[config.mk]
export PLATFORM = sky130hd
export DESIGN_NAME = fuse_pair_detect
export DESIGN_NICKNAME = d
export VERILOG_FILES = /design/src/rtl/fuse_pkg.sv /design/src/rtl/fuse_insn_decode.sv /design/src/rtl/fuse_kind_match.sv /design/src/rtl/fuse_prio_pick.sv /design/src/rtl/fuse_pair_detect.sv
export SDC_FILE = /design/constraint.sdc
export NUM_CORES = 1
export LEC_CHECK = 0
export BUFFER_PORTS_ARGS = -buffer_cell sky130_fd_sc_hd__buf_4
export CAP_MARGIN = 20
export CORE_MARGIN = 5
export CORE_UTILIZATION = 40
export CTS_CLUSTER_SIZE = 24
export DETAILED_ROUTE_END_ITERATION = 7
export PLACE_DENSITY_LB_ADDON = 0.15
export SLEW_MARGIN = 0
export SYNTH_ARGS = -nofsm -noshare
export SYNTH_HDL_FRONTEND = slang
export SYNTH_HIERARCHICAL = 1
export SYNTH_SLANG_ARGS = --single-unit
[constraint.sdc]
create_clock -name clk -period 3.19 [get_ports clk]
set_input_delay 0.1595 -clock clk [delete_from_list [all_inputs] [get_ports clk]]
set_output_delay 0.1595 -clock clk [all_outputs]
set_load 0.03 [all_outputs]
[src/rtl/fuse_pkg.sv]
package fuse_pkg;

   localparam int N_KINDS = 12;
   localparam int KIND_W  = $clog2(N_KINDS + 1);

   // kind codes; bit (code-1) of the enable / hit vectors
   localparam logic [KIND_W-1:0] K_NONE       = 4'd0;
   localparam logic [KIND_W-1:0] K_ZEXT_HALF  = 4'd1;
   localparam logic [KIND_W-1:0] K_ZEXT_WORD  = 4'd2;
   localparam logic [KIND_W-1:0] K_SHIFT_ZEXT = 4'd3;
   localparam logic [KIND_W-1:0] K_BITFIELD   = 4'd4;
   localparam logic [KIND_W-1:0] K_UPPER_ADDI = 4'd5;
   localparam logic [KIND_W-1:0] K_PCREL_ADDI = 4'd6;
   localparam logic [KIND_W-1:0] K_ADD_LD0    = 4'd7;
   localparam logic [KIND_W-1:0] K_ADD_LOAD   = 4'd8;
   localparam logic [KIND_W-1:0] K_SCALE_LOAD = 4'd9;
   localparam logic [KIND_W-1:0] K_ADDI_LOAD  = 4'd10;
   localparam logic [KIND_W-1:0] K_PCREL_LOAD = 4'd11;
   localparam logic [KIND_W-1:0] K_UPPER_LOAD = 4'd12;

   // major opcodes
   localparam logic [6:0] OPC_LOAD   = 7'b0000011;
   localparam logic [6:0] OPC_IMM    = 7'b0010011;
   localparam logic [6:0] OPC_AUIPC  = 7'b0010111;
   localparam logic [6:0] OPC_IMM32  = 7'b0011011;
   localparam logic [6:0] OPC_REG    = 7'b0110011;
   localparam logic [6:0] OPC_UPPER  = 7'b0110111;
   localparam logic [6:0] OPC_REG32  = 7'b0111011;

   localparam logic [6:0] F7_BASE    = 7'b0000000;
   localparam logic [6:0] F7_UWADD   = 7'b0000100;
   localparam logic [6:0] F7_SCALE   = 7'b0010000;

   // per-word class flags produced by the decoder
   typedef struct packed {
      logic       up_imm;    // LUI
      logic       pc_imm;    // AUIPC
      logic       addi;
      logic       addiw;
      logic       add;
      logic       add_uw;
      logic       scale_add; // SHxADD / SHxADD.UW
      logic       shl;       // SLLI
      logic       shr;       // SRLI
      logic       load;
      logic       ld;
      logic       off_zero;
      logic [5:0] shamt;
      logic [4:0] rd;
      logic [4:0] rs1;
   } insn_cls_t;

endpackage

[src/rtl/fuse_insn_decode.sv]
module fuse_insn_decode
   import fuse_pkg::*;
#(
   parameter int ILEN = 32
) (
   input  logic [ILEN-1:0] insn_i,
   output insn_cls_t       cls_o
);

   if (ILEN != 32) begin : g_bad_ilen
      $error("fuse_insn_decode: ILEN must be 32");
   end

   logic [6:0]  opc;
   logic [2:0]  f3;
   logic [6:0]  f7;
   logic [5:0]  f6;
   logic [11:0] imm12;

   assign opc   = insn_i[6:0];
   assign f3    = insn_i[14:12];
   assign f7    = insn_i[31:25];
   assign f6    = insn_i[31:26];
   assign imm12 = insn_i[31:20];

   always_comb begin
      cls_o           = '0;
      cls_o.rd        = insn_i[11:7];
      cls_o.rs1       = insn_i[19:15];
      cls_o.shamt     = insn_i[25:20];
      cls_o.off_zero  = (imm12 == 12'd0);
      cls_o.up_imm    = (opc == OPC_UPPER);
      cls_o.pc_imm    = (opc == OPC_AUIPC);
      cls_o.addi      = (opc == OPC_IMM)   && (f3 == 3'b000);
      cls_o.addiw     = (opc == OPC_IMM32) && (f3 == 3'b000);
      cls_o.shl       = (opc == OPC_IMM)   && (f3 == 3'b001) && (f6 == 6'd0);
      cls_o.shr       = (opc == OPC_IMM)   && (f3 == 3'b101) && (f6 == 6'd0);
      cls_o.add       = (opc == OPC_REG)   && (f3 == 3'b000) && (f7 == F7_BASE);
      cls_o.add_uw    = (opc == OPC_REG32) && (f3 == 3'b000) && (f7 == F7_UWADD);
      cls_o.scale_add = ((opc == OPC_REG) || (opc == OPC_REG32)) &&
                        (f7 == F7_SCALE) && (f3[0] == 1'b0) && (f3 != 3'b000);
      cls_o.load      = (opc == OPC_LOAD) && (f3 != 3'b111);
      cls_o.ld        = (opc == OPC_LOAD) && (f3 == 3'b011);
   end

   always_comb begin
      if (cls_o.ld) AST_LD_IS_LOAD: assert (cls_o.load);
      if (cls_o.shl || cls_o.shr) AST_SHIFT_HIGH_ZERO: assert (insn_i[31:26] == 6'd0);
   end

endmodule

[src/rtl/fuse_kind_match.sv]
module fuse_kind_match
   import fuse_pkg::*;
#(
   parameter int NK = N_KINDS
) (
   input  insn_cls_t      first_i,
   input  insn_cls_t      second_i,
   input  logic           pair_ok_i,
   input  logic [NK-1:0]  en_i,
   output logic [NK-1:0]  hit_o
);

   localparam int HALF_SH = 48;
   localparam int WORD_SH = 32;

   if (NK != N_KINDS) begin : g_bad_nk
      $error("fuse_kind_match: NK must equal the kind count");
   end

   logic [NK-1:0] raw;
   logic          shl_half, shl_word, shr_half, shr_word, shr_low;
   logic          unused_fields;

   assign unused_fields = ^{first_i, second_i};

   assign shl_half = first_i.shl  && (first_i.shamt  == 6'(HALF_SH));
   assign shl_word = first_i.shl  && (first_i.shamt  == 6'(WORD_SH));
   assign shr_half = second_i.shr && (second_i.shamt == 6'(HALF_SH));
   assign shr_word = second_i.shr && (second_i.shamt == 6'(WORD_SH));
   assign shr_low  = second_i.shr && (second_i.shamt < 6'(WORD_SH));

   always_comb begin
      raw = '0;
      raw[K_ZEXT_HALF  - 1] = shl_half && shr_half;
      raw[K_ZEXT_WORD  - 1] = shl_word && shr_word;
      raw[K_SHIFT_ZEXT - 1] = shl_word && shr_low;
      raw[K_BITFIELD   - 1] = first_i.shl && second_i.shr;
      raw[K_UPPER_ADDI - 1] = first_i.up_imm && (second_i.addi || second_i.addiw);
      raw[K_PCREL_ADDI - 1] = first_i.pc_imm && second_i.addi;
      raw[K_ADD_LD0    - 1] = first_i.add && second_i.ld && second_i.off_zero;
      raw[K_ADD_LOAD   - 1] = (first_i.add || first_i.add_uw) && second_i.load;
      raw[K_SCALE_LOAD - 1] = first_i.scale_add && second_i.load;
      raw[K_ADDI_LOAD  - 1] = first_i.addi && second_i.load;
      raw[K_PCREL_LOAD - 1] = first_i.pc_imm && second_i.load;
      raw[K_UPPER_LOAD - 1] = first_i.up_imm && second_i.load;
   end

   assign hit_o = raw & en_i & {NK{pair_ok_i}};

   always_comb begin
      if (raw[K_ADD_LD0 - 1]) AST_LD0_ALSO_ADDLOAD: assert (raw[K_ADD_LOAD - 1]);
      if (raw[K_ZEXT_HALF - 1] || raw[K_ZEXT_WORD - 1])
         AST_ZEXT_ALSO_BITFIELD: assert (raw[K_BITFIELD - 1]);
      AST_ZEXT_EXCLUSIVE: assert (!(raw[K_ZEXT_HALF - 1] && raw[K_ZEXT_WORD - 1]));
   end

endmodule

[src/rtl/fuse_prio_pick.sv]
module fuse_prio_pick #(
   parameter int N  = 12,
   localparam int KW = $clog2(N + 1)
) (
   input  logic [N-1:0]  req_i,
   output logic [N-1:0]  gnt_o,
   output logic [KW-1:0] code_o,
   output logic          any_o
);

   if (N < 2) begin : g_bad_n
      $error("fuse_prio_pick: N must be at least 2");
   end

   logic [N:0] blocked;
   assign blocked[0] = 1'b0;

   for (genvar i = 0; i < N; i++) begin : g_chain
      assign gnt_o[i]       = req_i[i] && !blocked[i];
      assign blocked[i + 1] = blocked[i] || req_i[i];
   end

   assign any_o = blocked[N];

   always_comb begin
      code_o = '0;
      for (int i = 0; i < N; i++) begin
         if (gnt_o[i]) code_o = code_o | KW'(i + 1);
      end
   end

   always_comb begin
      AST_GRANT_ONEHOT: assert ($onehot0(gnt_o));
      if (any_o) AST_ANY_HAS_GRANT: assert (gnt_o != '0);
   end

endmodule

[src/rtl/fuse_pair_detect.sv]
module fuse_pair_detect
   import fuse_pkg::*;
#(
   parameter int ILEN  = 32,
   parameter int REG_W = 5,
   parameter int NK    = N_KINDS,
   localparam int KW   = $clog2(NK + 1)
) (
   input  logic             clk,
   input  logic             rst,
   input  logic             a_valid_i,
   input  logic [ILEN-1:0]  a_insn_i,
   input  logic             b_valid_i,
   input  logic [ILEN-1:0]  b_insn_i,
   input  logic [NK-1:0]    kind_en_i,
   output logic             fuse_o,
   output logic [KW-1:0]    kind_o,
   output logic [REG_W-1:0] rd_o
);

   if (ILEN != 32) begin : g_bad_ilen
      $error("fuse_pair_detect: ILEN must be 32");
   end
   if (REG_W != 5) begin : g_bad_regw
      $error("fuse_pair_detect: REG_W must be 5");
   end
   if (NK != N_KINDS) begin : g_bad_nk
      $error("fuse_pair_detect: NK must equal the kind count");
   end

   localparam int N_SLOT = 2;

   logic [ILEN-1:0] slot_insn [N_SLOT];
   insn_cls_t       slot_cls  [N_SLOT];

   assign slot_insn[0] = a_insn_i;
   assign slot_insn[1] = b_insn_i;

   for (genvar s = 0; s < N_SLOT; s++) begin : g_dec
      fuse_insn_decode #(.ILEN(ILEN)) u_dec (
         .insn_i (slot_insn[s]),
         .cls_o  (slot_cls[s])
      );
   end

   logic pair_ok;
   assign pair_ok = a_valid_i && b_valid_i &&
                    (slot_cls[0].rd != '0) &&
                    (slot_cls[1].rs1 == slot_cls[0].rd) &&
                    (slot_cls[1].rd  == slot_cls[0].rd);

   logic [NK-1:0] hits, grant;
   logic [KW-1:0] code;
   logic          any_hit;

   fuse_kind_match #(.NK(NK)) u_match (
      .first_i   (slot_cls[0]),
      .second_i  (slot_cls[1]),
      .pair_ok_i (pair_ok),
      .en_i      (kind_en_i),
      .hit_o     (hits)
   );

   fuse_prio_pick #(.N(NK)) u_pick (
      .req_i  (hits),
      .gnt_o  (grant),
      .code_o (code),
      .any_o  (any_hit)
   );

   logic unused_grant;
   assign unused_grant = ^grant;

   always_ff @(posedge clk) begin
      if (rst) begin
         fuse_o <= 1'b0;
         kind_o <= '0;
         rd_o   <= '0;
      end else begin
         fuse_o <= any_hit;
         kind_o <= any_hit ? code : '0;
         rd_o   <= any_hit ? REG_W'(slot_cls[0].rd) : '0;
      end
   end

   AST_RESET_CLEARS: assert property (@(posedge clk)
      rst |=> (!fuse_o && kind_o == '0 && rd_o == '0));
   AST_IDLE_ZERO: assert property (@(posedge clk) disable iff (rst)
      !fuse_o |-> (kind_o == '0 && rd_o == '0));
   AST_NEED_BOTH_VALID: assert property (@(posedge clk) disable iff (rst)
      !(a_valid_i && b_valid_i) |=> !fuse_o);
   AST_RD_NONZERO: assert property (@(posedge clk) disable iff (rst)
      fuse_o |-> rd_o != '0);
   AST_ALL_OFF: assert property (@(posedge clk) disable iff (rst)
      (kind_en_i == '0) |=> !fuse_o);
   AST_CODE_RANGE: assert property (@(posedge clk) disable iff (rst)
      fuse_o |-> (kind_o != '0 && kind_o <= KW'(NK)));

endmodule

# After elaboration in Yosys (flattened, before gate mapping)
# Cells that the tools add are included.
# word_totals
elab_cells	123
out_inout_bits	10
register_bits	10
in_bits	80
# op_classes
order_cmp	1
bitwise_logic	4
reduce_logical	83
n_eq_ne	20
muxes	12
# ops
cell	n
$logic_and 1x1->1	49
$eq 7x5->1 const B	5
$and 12x12->12	2
$eq 6x6->1 const B	4
$eq 7x6->1 const B	3
$mux 4	5
$logic_or 1x1->1	14
$logic_not 12->1	1
$logic_not 6->1	2
$mux 3	4
$logic_not 1->1	11
$eq 5x5->1	2
$eq 7x2->1 const B	1
$eq 7x3->1 const B	1
$logic_not 7->1	1
$logic_not 3->1	2
$lt 6x6->1 const B	1
$reduce_bool 5->1	1
$mux 2	2
$eq 3x1->1 const B	1
$eq 3x2->1 const B	1
$eq 3x3->1 const B	1
$ne 3x3->1 const B	1
$reduce_bool 3->1	1
3 further kinds	4

# Depth between registers and ports, before layout
# Gate-level depths: netlist of the first run.
# depth
word_depth	21
depth_mapped	13
depth_no_buf	11

# Modules after synthesis
# The synthesis of the first run kept the hierarchy.
# by_module_without_submodules
module	n_inst	area_per_inst_um2	cells_per_inst	seq_area_each_um2
fuse_insn_decode	2	342.8	54	0.0
fuse_pair_detect	1	359.1	36	200.2
fuse_prio_pick	1	259.0	36	0.0
fuse_kind_match	1	171.4	24	0.0

# Worst setup path before layout of the first run
# No wires, ideal clock.
# synth_timing
path_type	in2reg
startpoint	input a_insn_i[9]
endpoint	register rd_o[1]
arrival_ps	3091
stages	13
path_slack_ps	41
t_required_ps	3132
path_buffers	2
setup_time_ps	58
cell_sequence	buf_4 nor3_1 o22ai_1 a2111oi_1 nand3_1 or4_4 nor4b_2 nor3_4 nand3_4 nand2b_1 nor2b_1 clkbuf_1 and2_2
# synth_via
word_cells_on_any_way	20
classes_between	2 x eq/ne; 2 x bitwise; 16 x reduce/logical
# synth_lines
item	line	rtl
start, declared	fuse_pair_detect.sv:12	input logic [ILEN-1:0] a_insn_i,
$reduce_bool 5->1	fuse_pair_detect.sv:48	(slot_cls[0].rd != '0) &&
$logic_and 1x1->1	fuse_pair_detect.sv:47	assign pair_ok = a_valid_i && b_valid_i &&
$logic_and 1x1->1	fuse_pair_detect.sv:48	
$logic_and 1x1->1 (*)	fuse_pair_detect.sv:49	(slot_cls[1].rs1 == slot_cls[0].rd) &&
named net pair_ok	fuse_pair_detect.sv:46	logic pair_ok;
$and 12x12->12 (*)	fuse_kind_match.sv:48	assign hit_o = raw & en_i & {NK{pair_ok_i}};
named net hits[2]	fuse_pair_detect.sv:52	logic [NK-1:0] hits, grant;
$logic_or 1x1->1 (*) (10 in series)	fuse_prio_pick.sv:20	assign blocked[i + 1] = blocked[i] || req_i[i];
named net any_hit	fuse_pair_detect.sv:54	logic any_hit;
$not 1->1 (no line) (*)	n/a	
$reduce_or 2->1 (no line) (*)	n/a	
end signal, assigned	fuse_pair_detect.sv:82	rd_o <= any_hit ? REG_W'(slot_cls[0].rd) : '0;
end, declared	fuse_pair_detect.sv:18	output logic [REG_W-1:0] rd_o
# The timed path passes the listed nets; every way through them passes the cells marked *.
# A chain may end at the register's enable or synchronous reset.

==> summary.txt, run 1 <==
=======================================================================================
Area of the placeable core                                                 0.00278 mm^2
Initial antenna violation count                                                       0
Status                                                                     complete, no violations
First-pass GRT wire length                                                      5180 um
Launch point of the critical path                                           b_insn_i[5]
Number of placement rows                                                             19
Min-Delay Path Class                                                       input pin to flip-flop
Total count of max-transition violations in the final report                          0
Number of warning messages in the yosys log                                           6
Estimated wirelength of the detail-placed design                                2920 um
Final WL                                                                        3170 um
Post-layout instance count excluding filler cells                                   256
Post-CTS repair timing setup buffer count                                             0
Post-Syn Nets                                                                       239
Worst-margin pin slew                                                          0.505 ns
Initial core utilization                                                          42.4%
Final number of setup-violating endpoints                                             0
Final TNS setup                                                                    0 ns
Data required time at the worst endpoint                                        3.39 ns
Max-slew headroom                                                                 65.4%
Mean instance size in the synthesized netlist                                 7.42 um^2
Netlist area before placement                                              0.00118 mm^2
Tot GR Track Use                                                                  14.7%
CTS tree                                                                           done
Data arrival time of the critical path                                          3.02 ns
Share of the cycle needed by the critical path after routing                      88.6%
Overall die area                                                           0.00414 mm^2
Length of the first detailed-routing pass in iterations                               4
Buffers from clock root to sink, at most                                              2
Chip Width                                                                      64.3 um
Count of pins on the block boundary                                                  90
Number of buffers created by CTS                                                      3
Clock tree root driver cell                                                sky130_fd_sc_hd__clkbuf_4
Hold wc startpoint                                                         a_insn_i[11]
Hold slack final                                                               0.124 ns
Share of post-route cells with drive strength above 1                             46.2%
Power density cells                                                         193 mW/mm^2
H-tree depth                                                                          1
CP Class                                                                   input pin to flip-flop
Clock-pin slew on the worst setup and hold paths                                0.06 ns
Remaining DRCs                                                                        0
Detail Route Antenna Nets                                                             0
Maximum resistive drop on vdd                                                  0.245 mV
Final weighted congestion of routability-driven global placement                  0.797
CTS resizes                                                                           0
Synthesized netlist cell count                                                      159
Maximum fanout along the worst path                                                   4
Cell count after placement                                                          252
Pin count of the biggest net entering global routing                                  7
Maximum operating frequency                                                   0.354 GHz
Area growth from synthesis to layout                                              46.1%
Avg WL per Cell                                                                 12.4 um
Hold bufs inserted after CTS                                                          0
Total gr overflow                                                                     0
Routed via count                                                                   1311
Antenna cells                                                                         0
Vert. Die Dim                                                                   64.3 um
Critical path startpoint category                                             input pin
Post-layout minimum cycle time                                                  2.83 ns
Number of global-route vias before repair                                          1262
Detailed-route vias per instance                                                   5.12
Post-layout utilization of the core                                               62.0%
PortBufs                                                                             84
Leakage component of the power                                              0.000819 uW
RSZ-0062 raised after global routing                                                 no
Post-layout nets                                                                    306
Max-capacitance violation count                                                       0
Clock sink count                                                                     10
Final hold viol count                                                                 0
Number of violations reported at the end of detailed-routing iteration 0             24
Kind of end point of the critical path                                        flip-flop
=======================================================================================
## final cells by class
type                       instances  area [um^2]
sequential                        10          200
timing repair buffer              90          676
multi-input combinational        117          758
clock buffer                       4         36.3
inverter                           4         15.0
tap                               31         38.8
fill                             248         1060
## worst max-delay path, cell delays in order
cell and delay (ns):
sky130_fd_sc_hd__buf_4 0.11, sky130_fd_sc_hd__or3b_1 0.37, sky130_fd_sc_hd__or3b_1 0.39, sky130_fd_sc_hd__nor4_2 0.24, sky130_fd_sc_hd__nand3_1 0.14, sky130_fd_sc_hd__or4_4 0.53, sky130_fd_sc_hd__nor4b_2 0.41, sky130_fd_sc_hd__buf_4 0.19
sky130_fd_sc_hd__inv_1 0.03, sky130_fd_sc_hd__a21oi_1 0.14, sky130_fd_sc_hd__a2bb2oi_1 0.17, sky130_fd_sc_hd__and2_1 0.14
## final timing paths
check                       end  slack [ns]  cells after the start
worst min-delay path    rd_o[4]        0.12                      2
worst max-delay path  kind_o[0]        0.36                     12
## routing by layer
| layer | share of wire [%] | wire, um | track usage [%] |
|---|---|---|---|
| met5 | 0 | 0 | 0 |
| met4 | 1.2 | 38 | 3.56 |
| met3 | 8.1 | 255 | 2.63 |
| met2 | 50 | 1600 | 26.1 |
| met1 | 40 | 1270 | 18.1 |
## power breakdown
| group | switching, uW | internal [uW] |
|---|---|---|
| Clock | 38.5 | 69.1 |
| Combinational | 31.9 | 69.0 |
| Sequential | 0.000000224 | 125 |
## flip-flops by register name, indices dropped and copies added (netlist names)
register,flops
rd_o,5
kind_o,4
fuse_o,1
## stage by stage
step / area, um^2 / worst slack [ns] / power (uW)
6_report: 1720 / 0.363 / 333
2_1_floorplan: 1180 / 0.111 / 173
5_1_grt: 1720 / 0.147 / 350
4_1_cts: 1720 / 0.336 / 336
3_3_place_gp: 1690 / 0.0996 / 225
3_5_place_dp: 1690 / 0.0656 / 228
## cell usage in the layout (no fill, tap or decap), drive strengths merged, types with 3 or more instances in the layout
master / count
nor2b: 4
or4: 5
nand4b: 4
buf: 90
nor4: 4
nor3: 13
nor2: 20
or3: 3
nand2b: 3
nand3: 4
and3: 7
nand2: 10
and2: 10
inv: 4
dfxtp: 10
clkbuf: 4
or3b: 6
No activity file was read; power rests on OpenSTA's default activity.
==> inputs of run 2 (changes only) <==
--- a/config.mk
+++ b/config.mk
@@ -7,13 +7,11 @@
 export LEC_CHECK = 0
 export BUFFER_PORTS_ARGS = -buffer_cell sky130_fd_sc_hd__buf_4
 export CAP_MARGIN = 20
-export CORE_MARGIN = 5
-export CORE_UTILIZATION = 40
-export CTS_CLUSTER_SIZE = 24
+export CORE_UTILIZATION = 31
+export CTS_CLUSTER_SIZE = 28
 export DETAILED_ROUTE_END_ITERATION = 7
 export PLACE_DENSITY_LB_ADDON = 0.15
 export SLEW_MARGIN = 0
 export SYNTH_ARGS = -nofsm -noshare
 export SYNTH_HDL_FRONTEND = slang
-export SYNTH_HIERARCHICAL = 1
 export SYNTH_SLANG_ARGS = --single-unit
==> summary.txt, run 2 <==
=======================================================================================
CTS resizes                                                                           0   unchanged
Initial antenna violation count                                                       0   unchanged
Post-layout nets                                                                    273   -11%
Top area cells in the synthesized netlist                                  sky130_fd_sc_hd__dfxtp_1 24%, sky130_fd_sc_hd__nor4_1 6.0%, sky130_fd_sc_hd__nand3_1 4.8%, sky130_fd_sc_hd__nor2_1 3.6%, sky130_fd_sc_hd__a22oi_2 3.0%
Post-synthesis sequential element count                                              10
Maximum resistive drop on vdd                                                  0.193 mV   -21%
Post-layout minimum cycle time                                                  1.75 ns   -1.08 ns
Synth unique cells                                                                   42
Max-slew headroom                                                                 63.6%   -1.8 points
Detailed-route vias per instance                                                   5.30   +3.5%
Share of post-route cells with drive strength above 1                             52.6%   +6.4 points
Leading post-synthesis cells by instance count                             10 x sky130_fd_sc_hd__dfxtp_1, 8 x sky130_fd_sc_hd__nand3_1, 8 x sky130_fd_sc_hd__nor2_1, 8 x sky130_fd_sc_hd__nor4_1, 6 x sky130_fd_sc_hd__nand2_1
Number of violations reported at the end of detailed-routing iteration 0              5   -79%
Number of flip-flops in the largest register                                          5   unchanged
Detailed route wirelength on metal3                                              171 um   -33%
Number of synthesized flops with an enable pin                                        0
Maximum operating frequency                                                   0.573 GHz   +62%
Number of placement rows                                                             18   -1
Synthesized netlist cell count                                                      104   -35%
Remaining DRCs                                                                        0   unchanged
Uppermost layer routed                                                             met4
Kind of end point of the critical path                                        flip-flop
Final number of setup-violating endpoints                                             0   unchanged
Data required time at the worst endpoint                                        3.39 ns   about the same
Length of the first detailed-routing pass in iterations                               4   unchanged
Tot GR Track Use                                                                  18.3%   +3.6 points
Netlist area before placement                                                  837 um^2   -29%
First-pass GRT wire length                                                      3930 um   -24%
RSZ-0062 raised after global routing                                                 no
Leakage component of the power                                              0.000724 uW   -12%
Min-Delay Path Class                                                       input pin to flip-flop
Worst setup margin                                                              1.44 ns   +1.08 ns
Post-Syn Nets                                                                       184   -23%
Worst-margin pin slew                                                          0.541 ns   +0.0356 ns
Area growth from synthesis to layout                                              84.2%
Status                                                                     complete, no violations
Count of pins on the block boundary                                                  90   unchanged
Detail Route Antenna Nets                                                             0   unchanged
Largest registers ranked by flip-flop count                                rd_o x5, kind_o x4, fuse_o x1
H-tree depth                                                                          1   unchanged
Number of warning messages in the yosys log                                           0   -6
Chip Width                                                                      54.0 um   -16%
Share of the cycle needed by the critical path after routing                      54.8%   -34 points
Total gr overflow                                                                     0   unchanged
Mean instance size in the synthesized netlist                                 8.05 um^2   +8.5%
Leading cell types in the layout, fill and taps excluded                   84 x sky130_fd_sc_hd__buf_4, 10 x sky130_fd_sc_hd__dfxtp_1, 8 x sky130_fd_sc_hd__nor4_1, 8 x sky130_fd_sc_hd__nand3_1, 8 x sky130_fd_sc_hd__nor2_1
Avg WL per Cell                                                                 11.4 um   -7.9%
Buffers from clock root to sink, at most                                              2   unchanged
Library cell with the highest instance count after synthesis               sky130_fd_sc_hd__dfxtp_1
Vert. Die Dim                                                                   54.0 um   -16%
Most flop-heavy register                                                           rd_o
Initial core utilization                                                          33.2%   -9.2 points
Hold bufs inserted after CTS                                                          0   unchanged
Setup slack after placement                                                     1.19 ns   +1.12 ns
CP Class                                                                   input pin to flip-flop
Pin count of the biggest net entering global routing                                  9   +2
Area share of the largest cell type after synthesis                               23.9%
Area of the placeable core                                                 0.00252 mm^2   -9.3%
Routed via count                                                                   1177   -10%
Final WL                                                                        2530 um   -20%
Proportion of synthesized flip-flops having asynchronous set or reset                0%
Number of buffers created by CTS                                                      3   unchanged
Number of global-route vias before repair                                          1022   -19%
Routed length on met1                                                           1040 um   -19%
Clock sink count                                                                     10   unchanged
Maximum fanout along the worst path                                                   8   +4
Most common cell after layout, fill and taps aside                         sky130_fd_sc_hd__buf_4
Biggest area consumer among synthesized cells                              sky130_fd_sc_hd__dfxtp_1
Prevailing post-synth register cell                                        sky130_fd_sc_hd__dfxtp_1
Final TNS setup                                                                    0 ns   unchanged
Estimated wirelength of the detail-placed design                                2270 um   -22%
Total count of max-transition violations in the final report                          0   unchanged
Power density cells                                                         220 mW/mm^2   +14%
Post-CTS repair timing setup buffer count                                             0   unchanged
Clock-pin slew on the worst setup and hold paths                                0.06 ns   about the same
Seq/Total Area, Yosys                                                             23.9%
CTS tree                                                                           done
Data arrival time of the critical path                                          1.95 ns   -1.07 ns
Overall die area                                                           0.00291 mm^2   -30%
PortBufs                                                                             84   unchanged
Antenna cells                                                                         0   unchanged
Final weighted congestion of routability-driven global placement                  0.814   +2.1%
Critical path startpoint category                                             input pin
Max-capacitance violation count                                                       0   unchanged
Final hold viol count                                                                 0   unchanged
Met2 WL                                                                         1290 um   -19%
Clock tree root driver cell                                                sky130_fd_sc_hd__clkbuf_4
=======================================================================================
-- run 2: kinds of logic after synthesis --
family	share of synthesized area [%]
AND/OR/NAND/NOR	50.5
AO/OA/AOI/OAI	24.2
flip-flops	23.9
buffers and inverters	1.35
-- run 2: power by group --
group          switching, uW  internal (uW)
registers        0.000000443            125
logic                   35.1           69.9
clock network           40.8           69.2
total                   75.9            264
-- run 2: per-stage QoR --
stage          hold slack (ns)  std cells  utilization, %  instance area, um^2  power [uW]
2_1_floorplan            0.238        104               -                  837         149
3_3_place_gp             0.378        218            59.7                 1510         230
3_5_place_dp             0.395        218            59.7                 1510         233
4_1_cts                  0.119        222            61.1                 1540         343
5_1_grt                  0.128        222            61.1                 1540         358
6_report                 0.126        222            61.1                 1540         340
-- run 2: path summary, 6_finish.rpt --
check	startpoint	depth (start not counted)	end
max	b_insn_i[15]	8	kind_o[1]
min	rst	2	kind_o[2]
-- run 2: final cells by class --
| type | instances | area, um^2 |
|---|---|---|
| tap | 30 | 37.5 |
| fill | 247 | 981 |
| multi-input combinational | 91 | 626 |
| timing repair buffer | 84 | 631 |
| inverter | 3 | 11.3 |
| clock buffer | 4 | 36.3 |
| sequential | 10 | 200 |
-- run 2: per-layer routing --
| metal | vias up | global-route usage [%] |
|---|---|---|
| met1 | 527 | 22.1 |
| met2 | 53 | 32.5 |
| met3 | 4 | 1.41 |
| li1 | 593 | - |
| met5 | - | 0 |
| met4 | 0 | 7.89 |
-- run 2: critical path, cell delays in order --
cell	delay, ns
sky130_fd_sc_hd__buf_4	0.11
sky130_fd_sc_hd__or3_1	0.38
sky130_fd_sc_hd__a22oi_2	0.19
sky130_fd_sc_hd__o211ai_2	0.14
sky130_fd_sc_hd__nor2_1	0.38
sky130_fd_sc_hd__nand4b_1	0.24
sky130_fd_sc_hd__o21ai_4	0.15
sky130_fd_sc_hd__o311a_1	0.19
